$ cat src/rtl/pg_xlate.sv
module pg_xlate #(
  parameter int LA_W    = 16,
  parameter int OFF_W   = 12,
  parameter int PA_W    = 15,
  parameter int ASID_W  = 4,
  parameter int ENTRIES = 8,
  parameter int MA_W    = 16,
  parameter int PTE_W   = 8
) (
  input  logic                    clk,
  input  logic                    rst_n,
  input  logic                    flush,
  input  logic                    req_valid,
  output logic                    req_ready,
  input  logic [LA_W-1:0]         req_vaddr,
  input  logic [1:0]              req_kind,
  input  logic [ASID_W-1:0]       req_asid,
  input  logic [MA_W-1:0]         ptbr,
  input  logic [LA_W-OFF_W:0]     ptlr,
  output logic                    mem_rd,
  output logic [MA_W-1:0]         mem_addr,
  input  logic                    mem_rvalid,
  input  logic [PTE_W-1:0]        mem_rdata,
  output logic                    rsp_valid,
  output logic [PA_W-1:0]         rsp_paddr,
  output logic [1:0]              rsp_fault
);
  localparam int PN_W = LA_W - OFF_W;
  localparam int FR_W = PA_W - OFF_W;
  localparam int IX_W = (ENTRIES > 1) ? $clog2(ENTRIES) : 1;

  typedef enum logic [1:0] {S_IDLE, S_ISSUE, S_WAIT} st_t;
  st_t st;

  logic [ENTRIES-1:0] tv;
  logic [PN_W-1:0]    tpn   [ENTRIES];
  logic [ASID_W-1:0]  tasid [ENTRIES];
  logic [FR_W-1:0]    tfr   [ENTRIES];
  logic [2:0]         tperm [ENTRIES];
  logic [IX_W-1:0]    rr;

  logic [PN_W-1:0]    pn_q;
  logic [OFF_W-1:0]   off_q;
  logic [1:0]         kind_q;
  logic [ASID_W-1:0]  asid_q;
  logic [MA_W-1:0]    base_q;

  wire [PN_W-1:0]  pn_in  = req_vaddr[LA_W-1:OFF_W];
  wire [OFF_W-1:0] off_in = req_vaddr[OFF_W-1:0];
  wire             accept = req_valid && st == S_IDLE;
  wire             too_far = {1'b0, pn_in} >= ptlr;

  logic [ENTRIES-1:0] hit_vec;
  for (genvar i = 0; i < ENTRIES; i++) begin : g_cmp
    assign hit_vec[i] = tv[i] && tpn[i] == pn_in && tasid[i] == req_asid;
  end

  logic [FR_W-1:0] hit_fr;
  logic [2:0]      hit_perm;
  always_comb begin
    hit_fr   = '0;
    hit_perm = '0;
    for (int i = 0; i < ENTRIES; i++)
      if (hit_vec[i]) begin
        hit_fr   = hit_fr | tfr[i];
        hit_perm = hit_perm | tperm[i];
      end
  end

  function automatic logic allowed(input logic [2:0] perm, input logic [1:0] kind);
    case (kind)
      2'd0:    allowed = perm[2];
      2'd1:    allowed = perm[1];
      2'd2:    allowed = perm[0];
      default: allowed = 1'b0;
    endcase
  endfunction

  wire [2:0]      pte_perm = mem_rdata[PTE_W-2:PTE_W-4];
  wire [FR_W-1:0] pte_fr   = mem_rdata[FR_W-1:0];
  wire            pte_ok   = mem_rdata[PTE_W-1];

  assign req_ready = st == S_IDLE;
  assign mem_rd    = st == S_ISSUE;
  assign mem_addr  = base_q + MA_W'(pn_q);

  always_ff @(posedge clk) begin
    if (!rst_n) begin
      st        <= S_IDLE;
      tv        <= '0;
      rr        <= '0;
      rsp_valid <= 1'b0;
      rsp_paddr <= '0;
      rsp_fault <= '0;
      pn_q      <= '0;
      off_q     <= '0;
      kind_q    <= '0;
      asid_q    <= '0;
      base_q    <= '0;
    end else begin
      rsp_valid <= 1'b0;
      case (st)
        S_IDLE: if (accept) begin
          pn_q   <= pn_in;
          off_q  <= off_in;
          kind_q <= req_kind;
          asid_q <= req_asid;
          base_q <= ptbr;
          if (too_far) begin
            rsp_valid <= 1'b1;
            rsp_fault <= 2'd1;
            rsp_paddr <= '0;
          end else if (|hit_vec) begin
            rsp_valid <= 1'b1;
            if (allowed(hit_perm, req_kind)) begin
              rsp_fault <= 2'd0;
              rsp_paddr <= {hit_fr, off_in};
            end else begin
              rsp_fault <= 2'd3;
              rsp_paddr <= '0;
            end
          end else begin
            st <= S_ISSUE;
          end
        end
        S_ISSUE: st <= S_WAIT;
        S_WAIT: if (mem_rvalid) begin
          st        <= S_IDLE;
          rsp_valid <= 1'b1;
          if (!pte_ok) begin
            rsp_fault <= 2'd2;
            rsp_paddr <= '0;
          end else begin
            tv[rr]    <= 1'b1;
            tpn[rr]   <= pn_q;
            tasid[rr] <= asid_q;
            tfr[rr]   <= pte_fr;
            tperm[rr] <= pte_perm;
            rr        <= (rr == IX_W'(ENTRIES - 1)) ? '0 : rr + 1'b1;
            if (allowed(pte_perm, kind_q)) begin
              rsp_fault <= 2'd0;
              rsp_paddr <= {pte_fr, off_q};
            end else begin
              rsp_fault <= 2'd3;
              rsp_paddr <= '0;
            end
          end
        end
        default: st <= S_IDLE;
      endcase
      if (flush) tv <= '0;
    end
  end

  p_one_hit_r4: assert property (@(posedge clk) disable iff (!rst_n)
    $onehot0(hit_vec));

  p_len_no_read_r7: assert property (@(posedge clk) disable iff (!rst_n)
    (accept && too_far) |=> (rsp_valid && rsp_fault == 2'd1 && !mem_rd && st == S_IDLE));

  p_hit_no_read_r2: assert property (@(posedge clk) disable iff (!rst_n)
    (accept && !too_far && |hit_vec) |=> (rsp_valid && !mem_rd));

  p_read_pulse_r3: assert property (@(posedge clk) disable iff (!rst_n)
    mem_rd |=> !mem_rd);

  p_offset_kept_r1: assert property (@(posedge clk) disable iff (!rst_n)
    (rsp_valid && rsp_fault == 2'd0) |-> rsp_paddr[OFF_W-1:0] == off_q);

  p_fault_zero_r11: assert property (@(posedge clk) disable iff (!rst_n)
    (rsp_valid && rsp_fault != 2'd0) |-> rsp_paddr == '0);

  p_pulse_r11: assert property (@(posedge clk) disable iff (!rst_n)
    rsp_valid |=> !rsp_valid);

  p_flush_r9: assert property (@(posedge clk) disable iff (!rst_n)
    flush |=> tv == '0);
endmodule

$ cat config.mk
export PLATFORM = sky130hd
export DESIGN_NAME = pg_xlate
export DESIGN_NICKNAME = d
export VERILOG_FILES = /design/src/rtl/pg_xlate.sv
export SDC_FILE = /design/constraint.sdc
export NUM_CORES = 1
export LEC_CHECK = 0
export BUFFER_PORTS_ARGS = -buffer_cell sky130_fd_sc_hd__clkbuf_2
export CAP_MARGIN = 30
export CORE_MARGIN = 8
export CORE_UTILIZATION = 53
export DETAILED_ROUTE_END_ITERATION = 8
export PLACE_DENSITY_LB_ADDON = 0.08
export SYNTH_ARGS = -nofsm -noshare
export SYNTH_HDL_FRONTEND = slang
export SYNTH_SLANG_ARGS = --single-unit
$ cat constraint.sdc
create_clock -name clk -period 2.4 [get_ports clk]
set_clock_uncertainty 0.1 [all_clocks]
set_input_delay 0 -clock clk [delete_from_list [all_inputs] [get_ports clk]]
set_output_delay 0 -clock clk [all_outputs]
set_load 0.1 [all_outputs]
==> impl_metrics.tcl, run 1 <==
set metrics [dict create \
    drt.antenna.violating_nets 0 \
    hold_viol 0 \
    grt_use_total 0.227 \
    cts_tree "yes" \
    cts_root_buf "clkbuf_16" \
    drv_slew 0 \
    antenna_found_initial 0 \
    timing.hold.worst.class "in2reg" \
    synth_cell_types 54 \
    crit_arrival_ns 2.65 \
    numClockSinks 181 \
    crit_required_ns 2.30 \
    violations "negative setup slack" \
    num_io_pins 92 \
    seqCellArea_sq_mm 0.00475 \
    mostFrequentLayoutCells "113 x nand2_1, 112 x edfxtp_1, 78 x clkbuf_2" \
    start_util 0.543 \
    final_common_cell "nand2_1" \
    ys_ff_latch 181 \
    fin_ws_ns -0.354 \
    nNetsFinal 956 \
    insertion_delay_ns 0.42 \
    gp_congestion 0.880 \
    period_needed_ns 2.75 \
    powerDensity_mw_per_mm2 654 \
    synth_warnings 0 \
    max_clock_freq_mhz 363 \
    coreArea_sq_mm 0.0145 \
    fin_cells 1086 \
    post-route-period-util 1.15 \
    async_flop_share 0 \
    hold_depth 5 \
    grt_pass1_wl_microns 32500 \
    dieArea_sq_mm 0.0190 \
    drt_first_pass_iters 5 \
    fillCellCount 969 \
    synth-edff-count 112 \
    rsz0062_at_grt "true" \
    clockBufferDepth 2 \
    numCtsBuffers 17 \
    r2r-start "tpn[3][3]" \
    vias 5977 \
    status "finished with violations" \
    viasPerCell 5.50 \
    setup_viol 27 \
    layout-drive-gt1-share 0.314 \
    cp-start-kind "flip-flop" \
    ir_worst_vdd_uv 583 \
    die_y_microns 138 \
    max_cap_viol_count 0 \
    worstRegToRegCells 10 \
    avgRoutedWirePerCell_microns 19.4 \
    ys.flop_type "edfxtp_1" \
    path_class "reg2out" \
    overflow 0 \
    yosysSeqAreaShare 0.602 \
    port_buffers 90 \
    min_from "req_valid" \
    die_w_microns 138 \
    synth_nets 754 \
    drt-initial-drc-count 429 \
    rows 44 \
    place_hpwl_microns 14300 \
    synthToLayoutAreaGrowth_pct 35.6 \
    r2r_slack_ns -0.20 \
    syn-instance-count 687 \
    endpoint_kind "output pin" \
    clkTransAtPathRegs_ns 0.07 \
    finalWirelength_microns 21100 \
    hold-worst-slack_ns 0.00478 \
    h-tree-depth 4 \
    r2r-end "rsp_paddr[1]" \
    path_max_fanout 3 \
    holdPathEnd "off_q[1]" \
    grt_pass1_vias 6118 \
    multi_input_comb_area_sq_mm 0.00336 \
    slew_headroom 0.632 \
    worst_pin_slew_ns 0.555 \
    place_inst 993 \
    p_leak_uw 0.00410 \
    netlist_area_sq_mm 0.00789 \
    grt_max_degree 45 \
    synth_area_per_cell_sq_um 11.5 \
    n_antenna_cell 0 \
    drc 0 \
]
## metrics by stage
| stage | setup TNS [ns] | worst slack [ns] | util | total power, uW | area [sq um] |
|---|---|---|---|---|---|
| 3_5_place_dp | -4.76 | -0.302 | 0.637 | 4510 | 9260 |
| 4_1_cts | -4.20 | -0.276 | 0.722 | 6990 | 10500 |
| 6_report | -4.42 | -0.354 | 0.736 | 6990 | 10700 |
| 5_1_grt | -7.15 | -0.474 | 0.736 | 7200 | 10700 |
| 3_3_place_gp | -4.25 | -0.245 | 0.637 | 4480 | 9260 |
| 2_1_floorplan | -1.95 | -0.169 | - | 4200 | 8090 |
## critical path: stages, from the launching register on
cell	delay (ns)
dfxtp_2	0.35
ha_4	0.14
inv_2	0.04
fa_2	0.34
nor2b_1	0.14
o21ai_1	0.10
nand2b_1	0.13
and2_4	0.16
nand4_1	0.20
buf_4	0.23
xnor2_4	0.19
buf_12	0.20
## layer usage
layer  vias up  track usage  part of all wire
li1       2827            -                 -
met1      2879        0.288              0.43
met2       234        0.366              0.48
met3        37       0.0623             0.068
met4         0       0.0812             0.023
met5         -            0                 0
## synth_stat cells (all sizes together) (3+ instances only)
| master | number | share of area |
|---|---|---|
| edfxtp | 112 | 0.43 |
| xor2 | 10 | 0.011 |
| nor2 | 40 | 0.019 |
| nand2b | 5 | 0.0040 |
| and3 | 3 | 0.0024 |
| a31oi | 16 | 0.013 |
| nand3 | 17 | 0.011 |
| o21ai | 5 | 0.0032 |
| nor4 | 6 | 0.0063 |
| nand4 | 14 | 0.011 |
| dfxtp | 69 | 0.18 |
| a21boi | 40 | 0.038 |
| o31ai | 15 | 0.014 |
| or2 | 4 | 0.0032 |
| ha | 10 | 0.016 |
| a21oi | 6 | 0.0038 |
| clkbuf | 19 | 0.0090 |
| nand2 | 132 | 0.066 |
| and2 | 5 | 0.0040 |
| a22oi | 16 | 0.016 |
| nor3 | 15 | 0.013 |
| buf | 17 | 0.020 |
| nor2b | 5 | 0.0040 |
| inv | 15 | 0.0071 |
| xnor2 | 67 | 0.074 |
| a21o | 3 | 0.0029 |
## cell type report
| cell class | instances | area share |
|---|---|---|
| clock buffer | 25 | 0.0435 |
| timing repair buffer | 219 | 0.168 |
| inverter | 15 | 0.00527 |
| tap | 184 | 0.0215 |
| multi-input combinational | 455 | 0.315 |
| clock inverter | 7 | 0.00316 |
| sequential | 181 | 0.444 |
## report_power, final
part / total [uW] / internal (uW) / switching (uW)
Clock: 2430 / 1340 / 1100
Combinational: 1110 / 381 / 733
Sequential: 3450 / 3370 / 73.2
Total: 6990 / 5090 / 1900
## flip-flops by register name, indices dropped and copies added (netlist names), 3 cells and up
register and cells:
tfr 24, rsp_paddr 15, tperm 24, base_q 16
rr 3, tv 8, tpn 32, off_q 12
asid_q 4, tasid 32, pn_q 4
## cell families after synthesis
group	synth area share
AOI/OAI and AO/OA	0.108
xor gates and xnor gates	0.0855
adders and majority gates	0.0184
buffers and inverters	0.0359
DFF	0.602
muxes	0.00127
and+or+nand+nor	0.149
## worst max path at each step
stage                              from  depth (start not counted)  slack (ns)       endpoint
after global placement    req_vaddr[12]                         12       -0.25   rsp_paddr[9]
after floorplan                 pn_q[0]                          4       -0.17    mem_addr[2]
after CTS                     base_q[0]                         12       -0.28   mem_addr[14]
final                         base_q[0]                         11       -0.35   mem_addr[10]
after detailed placement  req_vaddr[12]                         12       -0.30  rsp_paddr[13]
after global routing          base_q[0]                         12       -0.47   mem_addr[14]
## what timing repair did
item | CTS | global route
endpoints found under the hold margin | 112 | 0
pin swaps | 45 | 17
gates resized for setup | 42 | 30
setup endpoints to repair | 28 | 29
cloned | 2 | 0
setup buffers | 6 | 8
hold buffers | 47 | 0
(Power assumes the default switching activity.)
==> inputs of run 2 (changes only) <==
--- a/config.mk
+++ b/config.mk
@@ -7,7 +7,7 @@
 export LEC_CHECK = 0
 export BUFFER_PORTS_ARGS = -buffer_cell sky130_fd_sc_hd__clkbuf_2
 export CAP_MARGIN = 30
-export CORE_MARGIN = 8
+export CORE_MARGIN = 2
 export CORE_UTILIZATION = 53
 export DETAILED_ROUTE_END_ITERATION = 8
 export PLACE_DENSITY_LB_ADDON = 0.08
==> constraint.sdc (replaced) <==
create_clock -name clk -period 2.5 [get_ports clk]
set_clock_uncertainty 0.1 [all_clocks]
set_input_delay 0 -clock clk [delete_from_list [all_inputs] [get_ports clk]]
set_output_delay 0 -clock clk [all_outputs]
set_load 0.1 [all_outputs]
==> run 2 against run 1 <==
Against the previous run: the run still ends with negative setup slack left; clock-buffer cell count decreased by 7; critical endpoint is now rsp_paddr[12]; routed wire length fell by 3.1%; final area up 1.3%; power is 5.5% higher; sequential share of layout area shrank 0.58 points; utilization up 0.94 points; hold slack better by 0.027 ns; critical path type is now reg2reg; critical path depth shrank 2; sequential power decreased by 4%.
==> impl_metrics.tcl, run 2 (synthesis results as in run 1) <==
set metrics [dict create \
    place_inst 986 \
    vias 5983 \
    numClockSinks 181 \
    insertion_delay_ns 0.43 \
    grt_pass1_wl_microns 32700 \
    path_class "reg2reg" \
    status "finished with violations" \
    crit_arrival_ns 2.87 \
    path_max_fanout 6 \
    violations "negative setup slack" \
    critPathSlowestCell "or4_4" \
    drt-initial-drc-count 616 \
    rows 44 \
    grt_pass1_vias 6149 \
    start_util 0.543 \
    p_leak_uw 0.00415 \
    clockBufferDepth 2 \
    r2r_slack_ns -0.12 \
    fin_area_sq_mm 0.0108 \
    hold_viol 0 \
    period_needed_ns 2.62 \
    grt_max_degree 49 \
    ir_worst_vdd_uv 459 \
    rsz0062_at_grt "true" \
    reg_top3 "tasid: 32 flops, tpn: 32 flops" \
    worstPathBufferInverterCount 2 \
    crit_required_ns 2.75 \
    drt.antenna.violating_nets 0 \
    place_hpwl_microns 13300 \
    finalWirelength_microns 20500 \
    numCtsBuffers 17 \
    gp_congestion 0.887 \
    die_y_microns 126 \
    drt_first_pass_iters 5 \
    coreArea_sq_mm 0.0145 \
    viasPerCell 5.50 \
    worst_pin_slew_ns 0.587 \
    drc 0 \
    avgRoutedWirePerCell_microns 18.8 \
    setup_viol 24 \
    overflow 0 \
    path_cells "xnor2_1 -> nand4_1 -> nor3_2 -> buf_4 -> or4_4 -> o41a_1 -> or2_4 -> buf_6 -> a31oi_1" \
    max_clock_freq_mhz 381 \
    layout-drive-gt1-share 0.307 \
    nNetsFinal 956 \
    port_buffers 90 \
    cp-start-kind "flip-flop" \
    hold-worst-slack_ns 0.0321 \
    post-route-period-util 1.05 \
    num_io_pins 92 \
    slowest_delay_ns 0.54 \
    timing.setup.tns_ns -1.59 \
    mostFrequentLayoutCells "120 x nand2_1, 112 x edfxtp_1, 78 x clkbuf_2" \
    grt_use_total 0.269 \
    wl_met1_microns 8810 \
    cts_tree "yes" \
    synthToLayoutAreaGrowth_pct 37.3 \
    max_cap_viol_count 0 \
    top_layer "met4" \
    fin_cells 1087 \
    clkTransAtPathRegs_ns 0.07 \
    dieArea_sq_mm 0.0159 \
    fillCellCount 998 \
    wl_met3_microns 1280 \
    final_common_cell "nand2_1" \
    critical-path-top-delay-family "simple AND/OR/NAND/NOR gates" \
    dpl_cell_area_sq_mm 0.00918 \
    endpoint_kind "flip-flop" \
    powerDensity_mw_per_mm2 681 \
    drv_slew 0 \
    cts_root_buf "clkbuf_16" \
    h-tree-depth 4 \
    slew_headroom 0.608 \
    die_w_microns 126 \
    timing.hold.worst.class "in2reg" \
    power_uw 7370 \
    route.met2.wl_microns 10100 \
    antenna_found_initial 0 \
    fin_ws_ns -0.121 \
]
[run 2: cell count changes in the layout (fill, tap and decap cells not counted), moves of 3 or more]
cell | before | now
bufinv_16 | 0 | 6
nor3_1 | 8 | 5
buf_6 | 6 | 12
nor3_2 | 3 | 6
xnor2_1 | 50 | 54
buf_4 | 71 | 63
nand2_2 | 16 | 9
clkbuf_1 | 7 | 1
xnor2_4 | 5 | 2
nand2_1 | 113 | 120
[run 2: repair_timing]
item                                    4_1_cts  5_1_grt
pin swaps                                    33       26
gates cloned                                  2        0
hold buffers                                 47        0
endpoints found under the hold margin       111        0
endpoints found under the setup margin       29       30
setup buffers                                13       10
resized for setup                            43       29
[run 2: routing by layer]
| layer | global-route usage | vias up |
|---|---|---|
| li1 | - | 2844 |
| met1 | 0.375 | 2901 |
| met2 | 0.430 | 212 |
| met3 | 0.0569 | 26 |
| met4 | 0.0769 | 0 |
| met5 | 0 | - |
[run 2: final timing paths]
| kind | depth (start not counted) | from | to |
|---|---|---|---|
| min reg2reg | 2 | off_q[11] | off_q[11] |
| max | 9 | tpn[6][1] | rsp_paddr[12] |
| max reg2reg | 9 | tpn[6][1] | rsp_paddr[12] |
| min | 4 | ptlr[4] | st[0] |
[run 2: stage by stage]
stage | setup slack [ns] | utilization
detailed placement | -0.279 | 0.631
floorplan | -0.153 | -
CTS | -0.206 | 0.732
finish | -0.121 | 0.745
global placement | -0.190 | 0.631
global route | -0.222 | 0.745
[run 2: layout make-up]
type                            instances  area (sq um)  share of cell area
Tap cell                              184           230              0.0213
Multi-Input combinational cell        455          3270               0.302
Timing Repair Buffer                  219          1860               0.172
Antenna cell                            1          2.50            0.000231
Sequential cell                       181          4750               0.438
Clock inverter                         14           231              0.0214
Inverter                               15          56.3             0.00520
Clock buffer                           18           429              0.0396
[run 2: report_power, final]
| group | leakage, uW | switching, uW | internal, uW |
|---|---|---|---|
| clock | 0.000314 | 1130 | 1870 |
| sequential | 0.00160 | 67.6 | 3240 |
| combinational | 0.00224 | 701 | 368 |
| total | 0.00415 | 1900 | 5470 |
[run 2: worst reg2reg max path, cell delays in order, from the launching register on]
cell      delay, ns
edfxtp_1       0.38
xnor2_1        0.14
nand4_1        0.15
nor3_2         0.07
buf_4          0.13
or4_4          0.54
o41a_1         0.37
or2_4          0.32
buf_6          0.15
a31oi_1        0.19
==> inputs of run 3 (changes only) <==
--- a/config.mk
+++ b/config.mk
@@ -7,6 +7,7 @@
 export LEC_CHECK = 0
 export BUFFER_PORTS_ARGS = -buffer_cell sky130_fd_sc_hd__clkbuf_2
 export CAP_MARGIN = 30
+export CORE_ASPECT_RATIO = 2
 export CORE_MARGIN = 2
 export CORE_UTILIZATION = 53
 export DETAILED_ROUTE_END_ITERATION = 8
==> run 3 against run 2 <==
Against the previous run: the run still ends with negative setup slack left; clock-buffer cell count decreased by 1; setup slack got worse by 0.068 ns; fmax shrank 2.5%; combinational power about the same; critical path type unchanged; sequential cell count unchanged.
==> impl_metrics.tcl, run 3 (synthesis results as in run 1) <==
set metrics [dict create \
    num_io_pins 92 \
    max_clock_freq_mhz 372 \
    worstRegToRegCells 10 \
    timing.hold.worst.class "in2reg" \
    max_cap_viol_count 0 \
    worst_pin_slew_ns 0.583 \
    hold_viol 0 \
    rows 63 \
    hold_depth 4 \
    powerDensity_mw_per_mm2 668 \
    overflow 0 \
    drc 0 \
    h-tree-depth 4 \
    n_antenna_cell 0 \
    numClockSinks 181 \
    grt_use_total 0.258 \
    p_leak_uw 0.00410 \
    finalWirelength_microns 20800 \
    port_buffers 90 \
    drt_first_pass_iters 5 \
    viasPerCell 5.44 \
    setup_viol 22 \
    multi_input_comb_area_sq_mm 0.00329 \
    grt_max_degree 41 \
    layout-drive-gt1-share 0.306 \
    path_class "reg2reg" \
    start_util 0.538 \
    coreArea_sq_mm 0.0147 \
    fillCellCount 1062 \
    gp_congestion 0.886 \
    violations "negative setup slack" \
    fin_cells 1090 \
    fin_area_sq_mm 0.0107 \
    cp-start-kind "flip-flop" \
    seqCellArea_sq_mm 0.00475 \
    dieArea_sq_mm 0.0159 \
    nNetsFinal 949 \
    die_w_microns 90.3 \
    synthToLayoutAreaGrowth_pct 36.0 \
    slew_headroom 0.607 \
    place_hpwl_microns 13700 \
    fin_ws_ns -0.189 \
    numCtsBuffers 17 \
    die_y_microns 176 \
    avgRoutedWirePerCell_microns 19.1 \
    ir_worst_vdd_uv 603 \
    clkTransAtPathRegs_ns 0.08 \
    endpoint_kind "flip-flop" \
    path_max_fanout 8 \
    final_common_cell "nand2_1" \
    drv_slew 0 \
    reg_top3 "tasid: 32 flops, tpn: 32 flops" \
    grt_pass1_vias 5744 \
    cts_root_buf "clkbuf_16" \
    rsz0062_at_grt "true" \
    grt_pass1_wl_microns 31000 \
    drt.antenna.violating_nets 0 \
    period_needed_ns 2.69 \
    crit_required_ns 2.75 \
    mostFrequentLayoutCells "116 x nand2_1, 112 x edfxtp_1, 78 x clkbuf_2" \
    place_inst 998 \
    min_from "req_vaddr[12]" \
    dpl_cell_area_sq_mm 0.00918 \
    cp-startpoint "tasid[6][0]" \
    crit_arrival_ns 2.93 \
    status "finished with violations" \
    antenna_found_initial 0 \
    insertion_delay_ns 0.42 \
    cts_tree "yes" \
    drt-initial-drc-count 401 \
    clockBufferDepth 2 \
    r2r-start "tasid[6][0]" \
    post-route-period-util 1.08 \
    vias 5925 \
]
[run 3: final cells by class]
type / count / share of cell area
Inverter: 15 / 0.00525
Sequential cell: 181 / 0.443
Tap cell: 195 / 0.0228
Timing Repair Buffer: 212 / 0.163
Clock buffer: 17 / 0.0397
Multi-Input combinational cell: 455 / 0.307
Clock inverter: 15 / 0.0190
[run 3: worst max-delay path, cell delays in order (launching register included)]
cell and delay, ns:
edfxtp_1 0.42, xnor2_2 0.21, nand4_1 0.21, nor3_4 0.31
a2111oi_1 0.16, and4_2 0.29, a2111oi_4 0.34, buf_4 0.19
clkbuf_16 0.16, nand2_4 0.04, a31oi_1 0.18
[run 3: layer usage]
| metal | routed length [microns] | GRT usage |
|---|---|---|
| met1 | 8210 | 0.318 |
| met4 | 550 | 0.103 |
| met5 | 0 | 0 |
| met3 | 727 | 0.0346 |
| met2 | 11300 | 0.459 |
[run 3: power by group]
part	leakage (uW)	internal, uW	switching, uW
Clock	0.000309	1540	1250
Combinational	0.00219	360	707
Sequential	0.00160	3240	67.8
[run 3: worst paths after layout]
kind | end | slack [ns]
worst min register to register | off_q[8] | 0.37
worst max-delay path | rsp_paddr[3] | -0.19
worst min-delay path | pn_q[0] | 0.02
worst max register to register | rsp_paddr[3] | -0.19
[run 3: timing repair]
action / CTS / global route
resized for setup: 27 / 40
buffers inserted: 5 / 8
cloned: 0 / 1
pin swaps: 9 / 34
setup endpoints to repair: 28 / 27
endpoints found under the hold margin: 113 / 0
hold buffers: 47 / 0
[run 3: per-stage QoR]
stage / utilization / TNS [ns] / power [uW] / setup slack [ns] / hold slack (ns)
floorplan: - / -0.408 / 4020 / -0.153 / -0.00113
global placement: 0.626 / -3.07 / 4300 / -0.205 / 0.134
detailed placement: 0.626 / -3.92 / 4310 / -0.265 / 0.145
CTS: 0.711 / -0.862 / 7150 / -0.192 / 0.0159
global route: 0.731 / -5.34 / 7390 / -0.314 / 0.0441
finish: 0.731 / -2.97 / 7160 / -0.189 / 0.0221
